===== src/rtl/adc_seq_pkg.sv =====
package adc_seq_pkg;

    localparam int CH_W      = 3;
    localparam int RES_W     = 10;
    localparam int WORD_W    = 16;
    localparam int SMP_W     = 3;
    localparam int ADDR_W    = 2;
    localparam int SMP_EXTRA = 2;
    localparam int CNT_W     = SMP_W + 1;

    localparam logic [ADDR_W-1:0] A_RESULT = 2'd0;
    localparam logic [ADDR_W-1:0] A_CONFIG = 2'd1;
    localparam logic [ADDR_W-1:0] A_STATUS = 2'd2;

    localparam int ST_FLAG_BIT = 0;

    typedef enum logic [1:0] {
        TSRC_SOFT  = 2'd0,
        TSRC_TIMER = 2'd1,
        TSRC_NONE  = 2'd2,
        TSRC_PIN   = 2'd3
    } tsrc_e;

    // Packed MSB first: left(12) smp(11:9) tsel(8:7) cont(6) last(5:3) first(2:0)
    typedef struct packed {
        logic             left;
        logic [SMP_W-1:0] smp;
        tsrc_e            tsel;
        logic             cont;
        logic [CH_W-1:0]  last;
        logic [CH_W-1:0]  first;
    } cfg_t;

    localparam int CF_W = $bits(cfg_t);

    localparam cfg_t CFG_RST = '{left: 1'b0, smp: '1, tsel: TSRC_SOFT,
                                 cont: 1'b0, last: '0, first: '0};

    typedef enum logic [1:0] {
        S_IDLE,
        S_SAMPLE,
        S_START,
        S_WAIT
    } seq_state_e;

    function automatic logic [WORD_W-1:0] place_result(input logic [RES_W-1:0] r,
                                                       input logic left);
        if (left)
            return {r, {(WORD_W-RES_W){1'b0}}};
        else
            return {{(WORD_W-RES_W){1'b0}}, r};
    endfunction

    function automatic logic [CH_W-1:0] scan_last(input logic [CH_W-1:0] first,
                                                  input logic [CH_W-1:0] last);
        return (last < first) ? first : last;
    endfunction

endpackage


===== src/rtl/adc_seq_trig.sv =====
module adc_seq_trig
    import adc_seq_pkg::*;
#(
    parameter int SYNC_STAGES = 2
) (
    input  logic  clk,
    input  logic  rst,
    input  tsrc_e sel,
    input  logic  sw_trig,
    input  logic  tmr_trig,
    input  logic  ext_pin_n,
    output logic  trig_evt
);

    logic [SYNC_STAGES-1:0] sync_q;
    logic                   pin_prev;
    logic                   pin_fall;

    // Reset to the idle-high level so no false edge appears after reset
    always_ff @(posedge clk) begin
        if (rst) begin
            sync_q   <= '1;
            pin_prev <= 1'b1;
        end else begin
            sync_q   <= {sync_q[SYNC_STAGES-2:0], ext_pin_n};
            pin_prev <= sync_q[SYNC_STAGES-1];
        end
    end

    assign pin_fall = pin_prev & ~sync_q[SYNC_STAGES-1];

    always_comb begin
        unique case (sel)
            TSRC_SOFT:  trig_evt = sw_trig;
            TSRC_TIMER: trig_evt = tmr_trig;
            TSRC_PIN:   trig_evt = pin_fall;
            default:    trig_evt = 1'b0;
        endcase
    end

endmodule


===== src/rtl/adc_seq_ctrl.sv =====
module adc_seq_ctrl
    import adc_seq_pkg::*;
(
    input  logic             clk,
    input  logic             rst,
    input  logic [CH_W-1:0]  first_ch,
    input  logic [CH_W-1:0]  last_ch,
    input  logic [SMP_W-1:0] smp_code,
    input  logic             cont,
    input  logic             trig_evt,
    input  logic             conv_done,
    output logic [CH_W-1:0]  conv_ch,
    output logic             conv_sample,
    output logic             conv_start,
    output logic             busy,
    output logic             store_en
);

    seq_state_e       state;
    logic [CH_W-1:0]  ch_q;
    logic [CNT_W-1:0] cnt_q;
    logic [CNT_W-1:0] cnt_load;
    logic [CH_W-1:0]  stop_ch;

    assign cnt_load = {1'b0, smp_code} + CNT_W'(SMP_EXTRA - 1);
    assign stop_ch  = scan_last(first_ch, last_ch);

    always_ff @(posedge clk) begin
        if (rst) begin
            state <= S_IDLE;
            ch_q  <= '0;
            cnt_q <= '0;
        end else begin
            unique case (state)
                S_IDLE: begin
                    if (trig_evt) begin
                        ch_q  <= first_ch;
                        cnt_q <= cnt_load;
                        state <= S_SAMPLE;
                    end
                end
                S_SAMPLE: begin
                    if (cnt_q == '0)
                        state <= S_START;
                    else
                        cnt_q <= cnt_q - 1'b1;
                end
                S_START: begin
                    state <= S_WAIT;
                end
                S_WAIT: begin
                    if (conv_done) begin
                        if (ch_q >= stop_ch) begin
                            if (cont) begin
                                ch_q  <= first_ch;
                                cnt_q <= cnt_load;
                                state <= S_SAMPLE;
                            end else begin
                                state <= S_IDLE;
                            end
                        end else begin
                            ch_q  <= ch_q + 1'b1;
                            cnt_q <= cnt_load;
                            state <= S_SAMPLE;
                        end
                    end
                end
                default: state <= S_IDLE;
            endcase
        end
    end

    assign conv_ch     = ch_q;
    assign conv_sample = (state == S_SAMPLE);
    assign conv_start  = (state == S_START);
    assign busy        = (state != S_IDLE);
    assign store_en    = (state == S_WAIT) && conv_done;

endmodule


===== src/rtl/adc_seq_result.sv =====
module adc_seq_result
    import adc_seq_pkg::*;
(
    input  logic              clk,
    input  logic              rst,
    input  logic              store_en,
    input  logic [RES_W-1:0]  conv_result,
    input  logic              left,
    input  logic              flag_clr,
    output logic [WORD_W-1:0] result_word,
    output logic              done_flag
);

    always_ff @(posedge clk) begin
        if (rst) begin
            result_word <= '0;
            done_flag   <= 1'b0;
        end else begin
            if (store_en)
                result_word <= place_result(conv_result, left);
            // a new result wins over a clear in the same cycle
            if (store_en)
                done_flag <= 1'b1;
            else if (flag_clr)
                done_flag <= 1'b0;
        end
    end

endmodule


===== src/rtl/adc_seq_regs.sv =====
module adc_seq_regs
    import adc_seq_pkg::*;
(
    input  logic              clk,
    input  logic              rst,
    input  logic [ADDR_W-1:0] bus_addr,
    input  logic              bus_we,
    input  logic [WORD_W-1:0] bus_wdata,
    input  logic [WORD_W-1:0] result_word,
    input  logic              busy,
    input  logic              done_flag,
    output cfg_t              cfg,
    output logic              flag_clr,
    output logic [WORD_W-1:0] bus_rdata
);

    logic [WORD_W-CF_W-1:0] unused_wbits;
    logic [CF_W-1:0]        wr_cfg;

    assign {unused_wbits, wr_cfg} = bus_wdata;

    always_ff @(posedge clk) begin
        if (rst)
            cfg <= CFG_RST;
        else if (bus_we && bus_addr == A_CONFIG)
            cfg <= cfg_t'(wr_cfg);
    end

    assign flag_clr = bus_we && (bus_addr == A_STATUS) && wr_cfg[ST_FLAG_BIT];

    always_comb begin
        unique case (bus_addr)
            A_RESULT: bus_rdata = result_word;
            A_CONFIG: bus_rdata = {{(WORD_W-CF_W){1'b0}}, cfg};
            A_STATUS: bus_rdata = {{(WORD_W-2){1'b0}}, busy, done_flag};
            default:  bus_rdata = '0;
        endcase
    end

endmodule


===== src/rtl/adc_scan_seq.sv =====
module adc_scan_seq
    import adc_seq_pkg::*;
(
    input  logic              clk,
    input  logic              rst,
    input  logic [ADDR_W-1:0] bus_addr,
    input  logic              bus_we,
    input  logic [WORD_W-1:0] bus_wdata,
    output logic [WORD_W-1:0] bus_rdata,
    input  logic              sw_trig,
    input  logic              tmr_trig,
    input  logic              ext_trig_n,
    output logic [CH_W-1:0]   conv_ch,
    output logic              conv_sample,
    output logic              conv_start,
    input  logic              conv_done,
    input  logic [RES_W-1:0]  conv_result,
    output logic              busy,
    output logic              done_flag
);

    cfg_t              cfg;
    logic              flag_clr;
    logic              trig_evt;
    logic              store_en;
    logic [WORD_W-1:0] result_word;

    adc_seq_regs u_regs (
        .clk         (clk),
        .rst         (rst),
        .bus_addr    (bus_addr),
        .bus_we      (bus_we),
        .bus_wdata   (bus_wdata),
        .result_word (result_word),
        .busy        (busy),
        .done_flag   (done_flag),
        .cfg         (cfg),
        .flag_clr    (flag_clr),
        .bus_rdata   (bus_rdata)
    );

    adc_seq_trig #(.SYNC_STAGES(2)) u_trig (
        .clk       (clk),
        .rst       (rst),
        .sel       (cfg.tsel),
        .sw_trig   (sw_trig),
        .tmr_trig  (tmr_trig),
        .ext_pin_n (ext_trig_n),
        .trig_evt  (trig_evt)
    );

    adc_seq_ctrl u_ctrl (
        .clk         (clk),
        .rst         (rst),
        .first_ch    (cfg.first),
        .last_ch     (cfg.last),
        .smp_code    (cfg.smp),
        .cont        (cfg.cont),
        .trig_evt    (trig_evt),
        .conv_done   (conv_done),
        .conv_ch     (conv_ch),
        .conv_sample (conv_sample),
        .conv_start  (conv_start),
        .busy        (busy),
        .store_en    (store_en)
    );

    adc_seq_result u_result (
        .clk         (clk),
        .rst         (rst),
        .store_en    (store_en),
        .conv_result (conv_result),
        .left        (cfg.left),
        .flag_clr    (flag_clr),
        .result_word (result_word),
        .done_flag   (done_flag)
    );

endmodule


===== config.mk =====
export PLATFORM = sky130hd
export DESIGN_NAME = adc_scan_seq
export DESIGN_NICKNAME = d
export VERILOG_FILES = /design/src/rtl/adc_seq_pkg.sv /design/src/rtl/adc_seq_trig.sv /design/src/rtl/adc_seq_ctrl.sv /design/src/rtl/adc_seq_result.sv /design/src/rtl/adc_seq_regs.sv /design/src/rtl/adc_scan_seq.sv
export SDC_FILE = /design/constraint.sdc
export NUM_CORES = 1
export LEC_CHECK = 0
export BUFFER_PORTS_ARGS = -buffer_cell sky130_fd_sc_hd__buf_4
export CORE_AREA = 3 3 80 82
export CTS_CLUSTER_DIAMETER = 40
export DETAILED_ROUTE_END_ITERATION = 16
export DIE_AREA = 0 0 83 85
export GPL_ROUTABILITY_DRIVEN = 0
export SLEW_MARGIN = 20
export SYNTH_ARGS = -nofsm -noshare
export SYNTH_HDL_FRONTEND = slang
export SYNTH_SLANG_ARGS = --single-unit

===== constraint.sdc =====
create_clock -name clk -period 3.3 [get_ports clk]
set_clock_uncertainty 0.1 [all_clocks]
set_input_delay 0.33 -clock clk [delete_from_list [all_inputs] [get_ports clk]]
set_output_delay 0.33 -clock clk [all_outputs]
set_load 0.02 [all_outputs]

# Yosys cells after proc, flatten, opt, wreduce, memory -nomap -nowiden
# Index checks and enable logic that the tools add are counted.
# W data, S select, Z words.
word_totals:
  register_bits: 42
  input_bits: 35
  out_inout_bits: 23
op_classes:
  n_addsub: 3
  magnitude_cmp: 2
  eq_ne: 12
  mux: 23
  bitwise: 2
  n_reduce_logical: 15
op_table:
  columns: ["op", "n"]
  rows:
  - ["$pmux W16 S3", 1]
  - ["$mux W4", 5]
  - ["$mux W16", 1]
  - ["$mux W3", 5]
  - ["$pmux W4 S3", 1]
  - ["$eq A2 B2 Y1 const B", 4]
  - ["$pmux W2 S4", 1]
  - ["$eq A2 B1 Y1 const B", 3]
  - ["$logic_not A2 Y1", 3]
  - ["$mux W2", 3]
  - ["$ne A2 B2 Y1 const B", 3]
  - ["$pmux W3 S2", 1]
  - ["$reduce_bool A2 Y1", 3]
  - ["$reduce_and A5 Y1", 1]
  - ["$add A3 B1 Y4 const B", 1]
  - ["$logic_and A1 B1 Y1", 4]
  - ["$logic_not A4 Y1", 1]
  - ["$mux W1", 4]
  - ["$reduce_and A4 Y1", 1]
  - ["$sub A4 B1 Y4 const B", 1]
  - ["$add A3 B1 Y3 const B", 1]
  - ["$ge A3 B3 Y1", 1]
  - ["$lt A3 B3 Y1", 1]
  - ["$ne A3 B3 Y1 const B", 1]
  - ["6 further kinds", 6]

# Longest topological paths before layout
# Gate-level depths: netlist of run 1.
depth:
  depth_word: 6
  depth_mapped: 13
  depth_no_buf: 12

# Cells and area by module
# Synthesis of run 1 repeated with hierarchy kept, for this count alone.
hier_totals:
  cells_unflattened: 272
  hier_area_um2: 2472.4
by_module_without_submodules:
  columns: ["mod", "n_inst", "cells_each", "area_each_um2", "seq_area_each_um2"]
  rows:
  - ["adc_seq_regs", 1, 93, 839.6, 260.2]
  - ["adc_seq_ctrl", 1, 95, 807.0, 180.2]
  - ["adc_seq_result", 1, 75, 723.2, 340.3]
  - ["adc_seq_trig", 1, 9, 102.6, 60.1]

# Worst setup path before layout of run 1
# No wires, ideal clock.
synth_path:
  path_kind: "flip-flop to flip-flop"
  startpoint: "register u_regs.cfg[1] (netlist name)"
  endpoint: "register u_ctrl.ch_q[2] (netlist: u_ctrl.conv_ch[2])"
  setup_ns: 0.070
  arrival_ns: 2.605
  path_slack_ns: 0.524
  path_stages_with_launch: 12
  n_path_buf: 0
  synth_period_minus_slack_ns: 2.776
  path_cell_list: "dfxtp_1 inv_1 ha_1 a21oi_1 o21bai_1 mux2_2 ha_1 nor2b_1 o211ai_1 or3b_1 a211o_1 a21oi_1"
synth_between:
  elab_chain_len: 6
  elab_cells_between_ends: 8
  cone_classes: "order compare: 2; eq/ne: 1; mux: 4; reduce/logical: 1"
synth_lines:
  columns: ["item", "line", "rtl"]
  rows:
  - ["$lt A3 B3 Y1", "adc_seq_pkg.sv:56", "return (last < first) ? first : last;"]
  - ["$mux W3 *", "adc_seq_pkg.sv:56", null]
  - ["$ge A3 B3 Y1 *", "adc_seq_ctrl.sv:53", "if (ch_q >= stop_ch) begin"]
  - ["$mux W3", "adc_seq_ctrl.sv:53", null]
  - ["$mux W3", "adc_seq_ctrl.sv:52", "if (conv_done) begin"]
  - ["$pmux W3 S2", "adc_seq_ctrl.sv:34", "unique case (state)"]
  - ["end signal, assigned", "adc_seq_ctrl.sv:37", "ch_q <= first_ch;"]
  - ["end signal, assigned", "adc_seq_ctrl.sv:55", "ch_q <= first_ch;"]
  - ["end signal, assigned", "adc_seq_ctrl.sv:62", "ch_q <= ch_q + 1'b1;"]
  - ["end, declared", "adc_seq_ctrl.sv:20", "logic [CH_W-1:0] ch_q;"]
# Every way passes the cells marked *; elsewhere a longest branch is shown, timed or not. The select of a mux whose other input is x is not followed.
# A chain may end at the register's enable or synchronous reset.

# Final worst setup path of run 1
layout_path:
  startpoint: "register u_regs.cfg[1] (netlist name)"
  endpoint: "register u_ctrl.cnt_q[0]"
layout_between:
  elab_chain_len: 6
  elab_cells_between_ends: 8
  cone_classes: "order compare: 2; eq/ne: 1; mux: 4; reduce/logical: 1"
layout_lines:
  columns: ["item", "line", "rtl"]
  rows:
  - ["$lt A3 B3 Y1", "adc_seq_pkg.sv:56", null]
  - ["$mux W3 *", "adc_seq_pkg.sv:56", null]
  - ["$ge A3 B3 Y1 *", "adc_seq_ctrl.sv:53", null]
  - ["$mux W4", "adc_seq_ctrl.sv:53", null]
  - ["$mux W4", "adc_seq_ctrl.sv:52", null]
  - ["$pmux W4 S3", "adc_seq_ctrl.sv:34", null]
  - ["end signal, assigned", "adc_seq_ctrl.sv:38", "cnt_q <= cnt_load;"]
  - ["end signal, assigned", "adc_seq_ctrl.sv:56", "cnt_q <= cnt_load;"]
  - ["end signal, assigned", "adc_seq_ctrl.sv:63", "cnt_q <= cnt_load;"]
  - ["end, declared", "adc_seq_ctrl.sv:21", "logic [CNT_W-1:0] cnt_q;"]
# Marks and branches as above.

==> results of run 1 <==
-- flip-flops by register name, indices dropped and copies added (netlist names) --
signal                count
u_result.done_flag        1
u_trig.pin_prev           1
u_ctrl.state              2
u_ctrl.cnt_q              4
u_regs.cfg               13
u_ctrl.conv_ch            3
u_trig.sync_q             2
u_result.result_word     16
-- cell families after synthesis --
logic type      count (synthesis)
simple gates                  108
mux                            19
compound gates                 65
xor+xnor                        3
fa+ha+maj                      13
flops                          42
buf+inv                        28
-- power by group --
part | internal, mW | total, mW | switching (mW)
clock network | 0.225 | 0.423 | 0.198
logic | 0.257 | 0.616 | 0.360
registers | 0.561 | 0.615 | 0.0545
-- path summary, 6_finish.rpt --
kind,depth (start not counted),startpoint,to
hold / removal,2,ext_trig_n,u_trig.sync_q[0]
setup reg to reg,11,u_regs.cfg[1],u_ctrl.cnt_q[0]
hold reg to reg,1,u_trig.sync_q[0],u_trig.sync_q[1]
setup / recovery,11,u_regs.cfg[1],u_ctrl.cnt_q[0]
-- final cells by class --
cell class	count	area, µm²
fillers	610	3000
multi-input cells	208	1320
flip-flops and latches	42	841
repair buffers	55	413
well taps	75	93.8
clock buffers	5	68.8
clock inverters	3	45.0
inverters	11	41.3
-- per-layer routing --
layer | global-route usage | routed length [µm]
met2 | 0.272 | 2480
met3 | 0.0476 | 327
met4 | 0.0461 | 50
met5 | 0 | 0
met1 | 0.217 | 2850
-- worst max-delay path, cell delays in order (launching register included) --
cell and delay (ns):
dfxtp_1 0.41, inv_1 0.08, ha_1 0.28, a21oi_1 0.06, o21bai_1 0.23, mux2_2 0.37
ha_1 0.27, nor2b_1 0.15, o21a_1 0.26, o311ai_4 0.14, or4_1 0.42, a31oi_1 0.16
-- synthesized netlist by cell type, drive strengths merged, types with 3 or more instances --
library cell | n | share of area
nand2 | 49 | 0.081
dfxtp | 42 | 0.37
a21oi | 35 | 0.077
nor2 | 22 | 0.036
mux2i | 18 | 0.079
clkbuf | 14 | 0.023
ha | 13 | 0.072
inv | 11 | 0.018
nand3b | 9 | 0.030
nand3 | 7 | 0.015
o21ai | 7 | 0.015
and2 | 5 | 0.014
a211oi | 4 | 0.013
a311oi | 3 | 0.012
buf | 3 | 0.0072
nand4 | 3 | 0.0083
o211ai | 3 | 0.016
or2 | 3 | 0.0083
==> metrics.csv, run 1 <==
stage,metric,value,unit
power_and_ir_drop,powerDensity,587,nW/µm²
timing,final_max_slew_viol_count,0,
clock_network,h-tree-depth,2,
timing,worst_pin_slew,0.755,ns
placement,numPortBuffers,54,
job,cap_viol_max_count,0,
floorplanning,fp.dieH,85,µm
synth,yosysWarnings,0,
clock_network,numCtsBuffers,5,
timing,holdWs,0.107,ns
final_layout,final_area,2820,µm²
synth,syn-cell-area,2270,µm²
drt,wirelength,5.71,mm
final_layout,diodes,0,
synth,synthCells,278,
hold_path,hp-class,input pin to flip-flop,
timing,finalSetupViolCount,0,
floorplanning,die_x,83,µm
synth,synthXorXnorAreaFrac,0.0116,
grt,grt_max_degree,43,
timing,rsz0062_at_grt,false,
synth,syn_nets,326,
synth,async_reset_ff_frac,0,
clock_network,clk_latency,0.31,ns
timing,fmax,334,MHz
timing,slew_headroom,0.497,
timing,report.final.hold_viol_count,0,
synth,ys_ff_latch,42,
power_and_ir_drop,p_leak,1.13,nW
clock_network,clk_path_buf_depth,2,
clock_network,clkTransAtPathRegs,0.09,ns
synth,synth_cell_types,42,
drt,remaining_drc_errors,0,
placement,dp_hpwl,4.20,mm
drt,firstDrtPassIters,4,
placement,dp_slack,0.318,ns
drt,wl_per_cell,14.3,µm
final_layout,most-common-layout-cells,"buf_4, nand2_1, dfxtp_1",
setup_path,cp_max_fo,6,
drt,drtAntennaViolNets,0,
setup_path,cp.arrival,3.14,ns
synth,synthSimpleGateAreaFrac,0.225,
setup_path,path_class,flip-flop to flip-flop,
synth,synth_flop_cell,dfxtp_1,
clock_network,ctsResizeCount,0,
final_layout,layout_commonest_cell,buf_4,
clock_network,cts_setup_buffers,0,
clock_network,cts_root_buffer,clkbuf_8,
placement,placed_cell_area,2710,µm²
synth,ys_seq_area_frac,0.371,
power_and_ir_drop,total_power,1.65,mW
final_layout,nets,371,
final_layout,area_delta_synth_final,24.3,%
synth,avgSynthCellArea,8.16,µm²
power_and_ir_drop,ir_worst_vdd,0.000253,V
grt,gr-usage-all-layers,0.167,
final_layout,post-route-util,0.485,
grt,grt_pass1_vias,1995,
setup_path,start_kind,flip-flop,
floorplanning,fp.dieArea,7060,µm²
drt,vias_per_cell,5.12,
timing,tns,0,ns
clock_network,cts_hold_buf,0,
grt,grt_pass1_wl,9.65,mm
floorplanning,start_util,0.390,
clock_network,clock-sinks,42,
drt,first_iter_violations,76,
final_layout,drive_gt1_frac,0.216,
clock_network,cts_tree,done,
synth,synthAdderAreaFrac,0.0717,
floorplanning,rows,28,
floorplanning,boundaryPins,58,
run_status,status,"finished, final reports clean",
placement,dp.cells,391,
synth,synth_compound_area_frac,0.188,
floorplanning,core_area,5820,µm²
final_layout,final_cell_count_no_fill,399,
timing,timing.final.crit_share,0.908,
synth,synth_edf_count,0,
setup_path,r2r_setup_slack,0.30,ns
grt,grt_overflow,0,
grt,antenna_found_initial,0,
timing,setup_slack,0.303,ns
synth,synth_top_family_by_area,simple AND/OR/NAND/NOR gates,
synth,synthMuxAreaShare,0.0844,
drt,via_count,2042,
timing,final.min_clock_period,3.00,ns
setup_path,required,3.44,ns
setup_path,end_kind,flip-flop,
Power figures use the tool's default switching activity.
==> inputs of run 2 (changes only) <==
--- a/config.mk
+++ b/config.mk
@@ -11,6 +11,7 @@
 export DETAILED_ROUTE_END_ITERATION = 16
 export DIE_AREA = 0 0 83 85
 export GPL_ROUTABILITY_DRIVEN = 0
+export REMOVE_ABC_BUFFERS = 1
 export SLEW_MARGIN = 20
 export SYNTH_ARGS = -nofsm -noshare
 export SYNTH_HDL_FRONTEND = slang
==> metrics.csv, run 2 (synthesis gave the netlist of run 1 again) <==
stage,metric,value,unit
run_status,status,"finished, final reports clean",
grt,grtUsageMet2,0.259,
drt,remaining_drc_errors,0,
final_layout,drive_gt1_frac,0.211,
power_and_ir_drop,comb_power_share,0.370,
setup_path,path_class,flip-flop to flip-flop,
power_and_ir_drop,total_power,1.63,mW
placement,placed_cell_area,2700,µm²
final_layout,largest-register,u_result.result_word,
power_and_ir_drop,swShare,0.352,
power_and_ir_drop,ir_worst_vdd,0.000317,V
timing,finalSetupViolCount,0,
grt,grtUsageMet1,0.208,
floorplanning,fp.dieH,85,µm
final_layout,diodes,0,
power_and_ir_drop,p_leak,1.13,nW
clock_network,cts_hold_buf,0,
floorplanning,fp.dieArea,7060,µm²
setup_path,start_kind,flip-flop,
timing,tns,0,ns
timing,fmax,334,MHz
timing,timing.final.crit_share,0.908,
grt,antenna_found_initial,0,
floorplanning,die_x,83,µm
timing,report.final.hold_viol_count,0,
drt,wirelength,5.37,mm
setup_path,required,3.42,ns
final_layout,final_area,2810,µm²
timing,slew_headroom,0.519,
timing,worst_pin_slew,0.721,ns
final_layout,largest_register_ffs,16,
grt,gr-usage-all-layers,0.159,
power_and_ir_drop,powerDensity,581,nW/µm²
placement,dp_hpwl,3.92,mm
final_layout,post-route-util,0.483,
floorplanning,rows,28,
timing,final.min_clock_period,3.00,ns
drt,via_count,2024,
grt,grt_max_degree,43,
drt,drtAntennaViolNets,0,
power_and_ir_drop,internal_power,1.06,mW
power_and_ir_drop,p_clk_frac,0.255,
final_layout,nets,370,
grt,groute.layer.met3.usage,0.0417,
placement,dp.cells,390,
floorplanning,start_util,0.390,
setup_path,cp.arrival,3.12,ns
timing,rsz0062_at_grt,false,
clock_network,cts_setup_buffers,0,
timing,holdWs,0.121,ns
clock_network,clkTransAtPathRegs,0.08,ns
clock_network,h-tree-depth,2,
drt,first_iter_violations,52,
drt,firstDrtPassIters,4,
clock_network,clock-sinks,42,
job,cap_viol_max_count,0,
timing,final_max_slew_viol_count,0,
clock_network,numCtsBuffers,5,
grt,grt_pass1_vias,1969,
floorplanning,core_area,5820,µm²
grt,grt_pass1_wl,9.33,mm
clock_network,clk_latency,0.29,ns
final_layout,reg.largest.list,"u_result.result_word x16, u_regs.cfg x13, u_ctrl.cnt_q x4",
final_layout,final_cell_count_no_fill,397,
hold_path,hp-class,input pin to flip-flop,
grt,grt_overflow,0,
placement,dp_slack,0.325,ns
clock_network,ctsResizeCount,0,
final_layout,area_delta_synth_final,24.0,%
final_layout,most-common-layout-cells,"buf_4, nand2_1, dfxtp_1",
clock_network,clk_path_buf_depth,2,
power_and_ir_drop,power.net_switching,575,µW
clock_network,cts_tree,done,
grt,grt-busiest-layer,met2,
final_layout,layout_commonest_cell,buf_4,
drt,vias_per_cell,5.10,
floorplanning,boundaryPins,58,
setup_path,end_kind,flip-flop,
drt,wl_per_cell,13.5,µm
clock_network,cts_root_buffer,clkbuf_8,
timing,setup_slack,0.302,ns
placement,numPortBuffers,54,
setup_path,cp_max_fo,5,
power_and_ir_drop,pwr-share-seq,0.375,
==> run 2: area by class of cell <==
cell class / instances / area, µm²
multi-input combinational: 208 / 1320
inverter: 11 / 41.3
clock buffer: 6 / 82.6
fill: 614 / 3010
tap: 75 / 93.8
timing repair buffer: 54 / 405
sequential: 42 / 841
clock inverter: 1 / 30.0
==> run 2: metal layers <==
layer  wire length, µm  vias to the layer above  part of all wire
met5                 0                        -                 0
met2              2520                       51              0.47
met4                53                        0            0.0099
met1              2480                      915              0.46
met3               320                        6             0.060
li1                  -                     1052                 -
==> run 2: worst paths after layout <==
check,start,slack [ns],cells past startpoint,to
min,ext_trig_n,0.12,2,u_trig.sync_q[0]
max,u_regs.cfg[2],0.30,10,u_ctrl.conv_ch[2]
max reg2reg,u_regs.cfg[2],0.30,10,u_ctrl.conv_ch[2]
min reg2reg,u_trig.sync_q[0],0.31,1,u_trig.sync_q[1]
==> run 2: critical path: stages, from the launching register on <==
cell      delay (ns)
dfxtp_1         0.39
inv_1           0.09
ha_1            0.29
o21bai_1        0.24
mux2_2          0.37
ha_1            0.27
nor2b_1         0.14
o211ai_1        0.20
or3b_1          0.42
a211o_1         0.30
a21oi_1         0.11
==> run 2: power groups by stage <==
stage	logic [mW]	clock network [mW]	registers [mW]
3_3_place_gp	0.603	0	0.626
2_1_floorplan	0.418	0	0.623
3_5_place_dp	0.603	0	0.626
6_report	0.604	0.416	0.613
5_1_grt	0.687	0.442	0.625
4_1_cts	0.608	0.428	0.614
==> inputs of run 3 (changes only) <==
--- a/config.mk
+++ b/config.mk
@@ -5,12 +5,14 @@
 export SDC_FILE = /design/constraint.sdc
 export NUM_CORES = 1
 export LEC_CHECK = 0
+export ABC_AREA = 1
 export BUFFER_PORTS_ARGS = -buffer_cell sky130_fd_sc_hd__buf_4
-export CORE_AREA = 3 3 80 82
-export CTS_CLUSTER_DIAMETER = 40
+export CORE_AREA = 3 3 71 73
+export CTS_CLUSTER_DIAMETER = 100
 export DETAILED_ROUTE_END_ITERATION = 16
-export DIE_AREA = 0 0 83 85
+export DIE_AREA = 0 0 74 76
 export GPL_ROUTABILITY_DRIVEN = 0
+export PLACE_DENSITY = 0.74
 export REMOVE_ABC_BUFFERS = 1
 export SLEW_MARGIN = 20
 export SYNTH_ARGS = -nofsm -noshare
==> metrics.csv, run 3 <==
stage,metric,value,unit
timing,final.min_clock_period,2.47,ns
power_and_ir_drop,power.net_switching,708,µW
clock_network,clk_latency,0.29,ns
grt,grtUsageMet1,0.261,
synth,synthMuxAreaShare,0,
synth,synthSimpleGateAreaFrac,0.246,
clock_network,cts_root_buffer,clkbuf_8,
hold_path,hp-class,input pin to flip-flop,
final_layout,largest_register_ffs,16,
final_layout,reg.largest.list,"u_result.result_word x16, u_regs.cfg x13, u_ctrl.cnt_q x4",
synth,synth_edf_count,0,
placement,dp_hpwl,4.04,mm
setup_path,start_kind,flip-flop,
clock_network,ctsResizeCount,0,
setup_path,cp_max_fo,6,
setup_path,r2r_setup_slack,0.83,ns
synth,avgSynthCellArea,7.07,µm²
timing,timing.final.crit_share,0.747,
drt,remaining_drc_errors,0,
setup_path,crit_chain,inv_1 -> ha_1 -> a21oi_1 -> o21bai_1 -> o21ai_0 -> ha_1 -> nand2_1 -> inv_1 -> nand2_1 -> nand2_1 -> nand3_1 -> nand3_2 -> nand2_1 -> nand2_1 -> nor2_1,
setup_path,end_kind,flip-flop,
clock_network,clk_path_buf_depth,2,
power_and_ir_drop,powerDensity,648,nW/µm²
final_layout,fillers,430,
floorplanning,boundaryPins,58,
clock_network,clock-sinks,42,
setup_path,path_buf_inv,2,
clock_network,cts_hold_buf,0,
timing,tns,0,ns
final_layout,nets,410,
final_layout,area_delta_synth_final,22.6,%
final_layout,layout_commonest_cell,nand2_1,
power_and_ir_drop,swShare,0.403,
synth,synth_top_family_by_area,simple AND/OR/NAND/NOR gates,
final_layout,seq_area,841,µm²
floorplanning,die_x,74,µm
synth,syn-cell-area,2210,µm²
synth,synth.top_cells.by_area,"dfxtp_1, nand2_1, ha_1",
grt,gr-usage-all-layers,0.205,
grt,grt_overflow,0,
drt,drtAntennaViolNets,0,
final_layout,multi_input_area,1140,µm²
grt,grt-busiest-layer,met2,
timing,rsz0062_at_grt,false,
setup_path,rr_worst_depth,15,
timing,fmax,405,MHz
synth,synthXorXnorAreaFrac,0.0158,
power_and_ir_drop,pwr-share-seq,0.360,
setup_path,path_class,flip-flop to flip-flop,
clock_network,numCtsBuffers,5,
setup_path,r2r_end,u_ctrl.conv_ch[1],
run_status,status,"finished, final reports clean",
hold_path,min_to,u_trig.sync_q[0],
drt,first_iter_violations,189,
setup_path,crit_top_cell,nand2_1,
floorplanning,start_util,0.501,
power_and_ir_drop,ir_worst_vdd,0.000317,V
synth,yosys.area.top_type,dfxtp_1,
synth,synth_compound_area_frac,0.182,
setup_path,required,3.43,ns
synth,synth_common_cells,"nand2_1, dfxtp_1, inv_1",
drt,vias_per_cell,5.16,
clock_network,cts_tree,done,
setup_path,r2r_start,u_regs.cfg[1],
drt,wl_per_cell,13.2,µm
timing,finalSetupViolCount,0,
synth,yosysWarnings,0,
setup_path,cp.arrival,2.60,ns
synth,synthCells,313,
grt,grt_pass1_wl,9.23,mm
clock_network,h-tree-depth,2,
final_layout,diodes,0,
setup_path,slowest_delay,0.33,ns
hold_path,worstHoldStart,ext_trig_n,
power_and_ir_drop,total_power,1.76,mW
synth,synth_top_area_share,0.380,
setup_path,path_delay_family,simple AND/OR/NAND/NOR gates,
clock_network,cts_setup_buffers,0,
timing,report.final.hold_viol_count,0,
power_and_ir_drop,comb_power_share,0.444,
synth,async_reset_ff_frac,0,
grt,grtUsageMet2,0.340,
synth,synth_cell_types,26,
grt,grt_max_degree,27,
floorplanning,core_area,4410,µm²
grt,grt_pass1_vias,2039,
synth,ys_seq_area_frac,0.380,
drt,firstDrtPassIters,4,
job,cap_viol_max_count,0,
floorplanning,rows,24,
final_layout,drive_gt1_frac,0.207,
setup_path,crit_slowest_cell,dfxtp_1,
floorplanning,fp.dieH,76,µm
timing,slew_headroom,0.353,
synth,synthAdderAreaFrac,0.0735,
grt,antenna_found_initial,0,
power_and_ir_drop,internal_power,1.05,mW
synth,yosysMostFrequentCell,nand2_1,
final_layout,largest-register,u_result.result_word,
power_and_ir_drop,p_leak,1.28,nW
timing,final_max_slew_viol_count,0,
placement,numPortBuffers,54,
final_layout,most-common-layout-cells,"nand2_1, buf_4, dfxtp_1",
timing,worst_pin_slew,0.967,ns
floorplanning,fp.dieArea,5620,µm²
power_and_ir_drop,p_clk_frac,0.196,
drt,wirelength,5.48,mm
synth,ys_ff_latch,42,
drt,via_count,2142,
grt,groute.layer.met3.usage,0.0449,
synth,synth_flop_cell,dfxtp_1,
hold_path,holdPathStages,2,
clock_network,clkTransAtPathRegs,0.08,ns
-- run 3: cell types whose count changed after synthesis, moves of 10 or more --
cell,previous run,this run
nand2_1,49,73
mux2i_1,18,0
clkbuf_1,14,4
o21ai_0,7,30
nand3_1,7,21
inv_1,11,41
-- run 3: per-stage QoR --
| stage | hold WS [ns] | setup slack, ns | utilization | std cells | area (µm²) |
|---|---|---|---|---|---|
| 2_1_floorplan | 0.289 | 1.19 | - | 301 | 2150 |
| 3_3_place_gp | 0.294 | 0.976 | 0.594 | 407 | 2620 |
| 3_5_place_dp | 0.295 | 0.854 | 0.594 | 407 | 2620 |
| 4_1_cts | 0.112 | 0.835 | 0.615 | 415 | 2710 |
| 5_1_grt | 0.104 | 0.617 | 0.615 | 415 | 2710 |
| 6_report | 0.122 | 0.833 | 0.615 | 415 | 2710 |
-- run 3: cells by family (layout without fill, tap and decap cells) --
family,count (synthesis),count (layout)
xor+xnor,4,4
buf+inv,56,106
flops,42,42
compound gates,73,73
fa+ha+maj,13,13
simple gates,125,125
-- run 3: worst reg2reg max path, delay by kind of cell, from the launching register on --
family / cells / cell delay (ns)
buf+inv: 2 / 0.13
flops: 1 / 0.33
fa+ha+maj: 2 / 0.56
simple gates: 8 / 0.81
compound gates: 3 / 0.47
-- run 3: area by class of cell --
type                            instances  share of cell area
Multi-Input combinational cell        215               0.422
Clock buffer                            7              0.0318
Sequential cell                        42               0.310
Tap cell                               52              0.0240
Timing Repair Buffer                   54               0.149
Clock inverter                          1             0.00185
Inverter                               44              0.0609
-- run 3: per-layer routing --
layer,vias up,share of wire
met5,-,0
met4,0,0.011
met3,7,0.046
met2,46,0.49
met1,983,0.46
li1,1106,-
-- run 3: worst max-delay path by stage --
stage | from | end | cells after the start
after global placement | u_regs.cfg[1] | u_ctrl.conv_ch[2] | 15
final | u_regs.cfg[1] | u_ctrl.conv_ch[1] | 15
after CTS | u_regs.cfg[1] | u_ctrl.conv_ch[1] | 15
after floorplan | u_regs.cfg[1] | u_ctrl.conv_ch[0] | 15
after global routing | u_regs.cfg[1] | u_ctrl.conv_ch[2] | 16
after detailed placement | u_regs.cfg[1] | u_ctrl.conv_ch[1] | 15
-- run 3: power by group through the flow --
stage	clock network, mW	logic [mW]	registers [mW]
floorplan	0	0.543	0.652
global placement	0	0.749	0.640
detailed placement	0	0.776	0.645
CTS	0.354	0.781	0.634
global route	0.379	0.887	0.645
finish	0.344	0.781	0.633
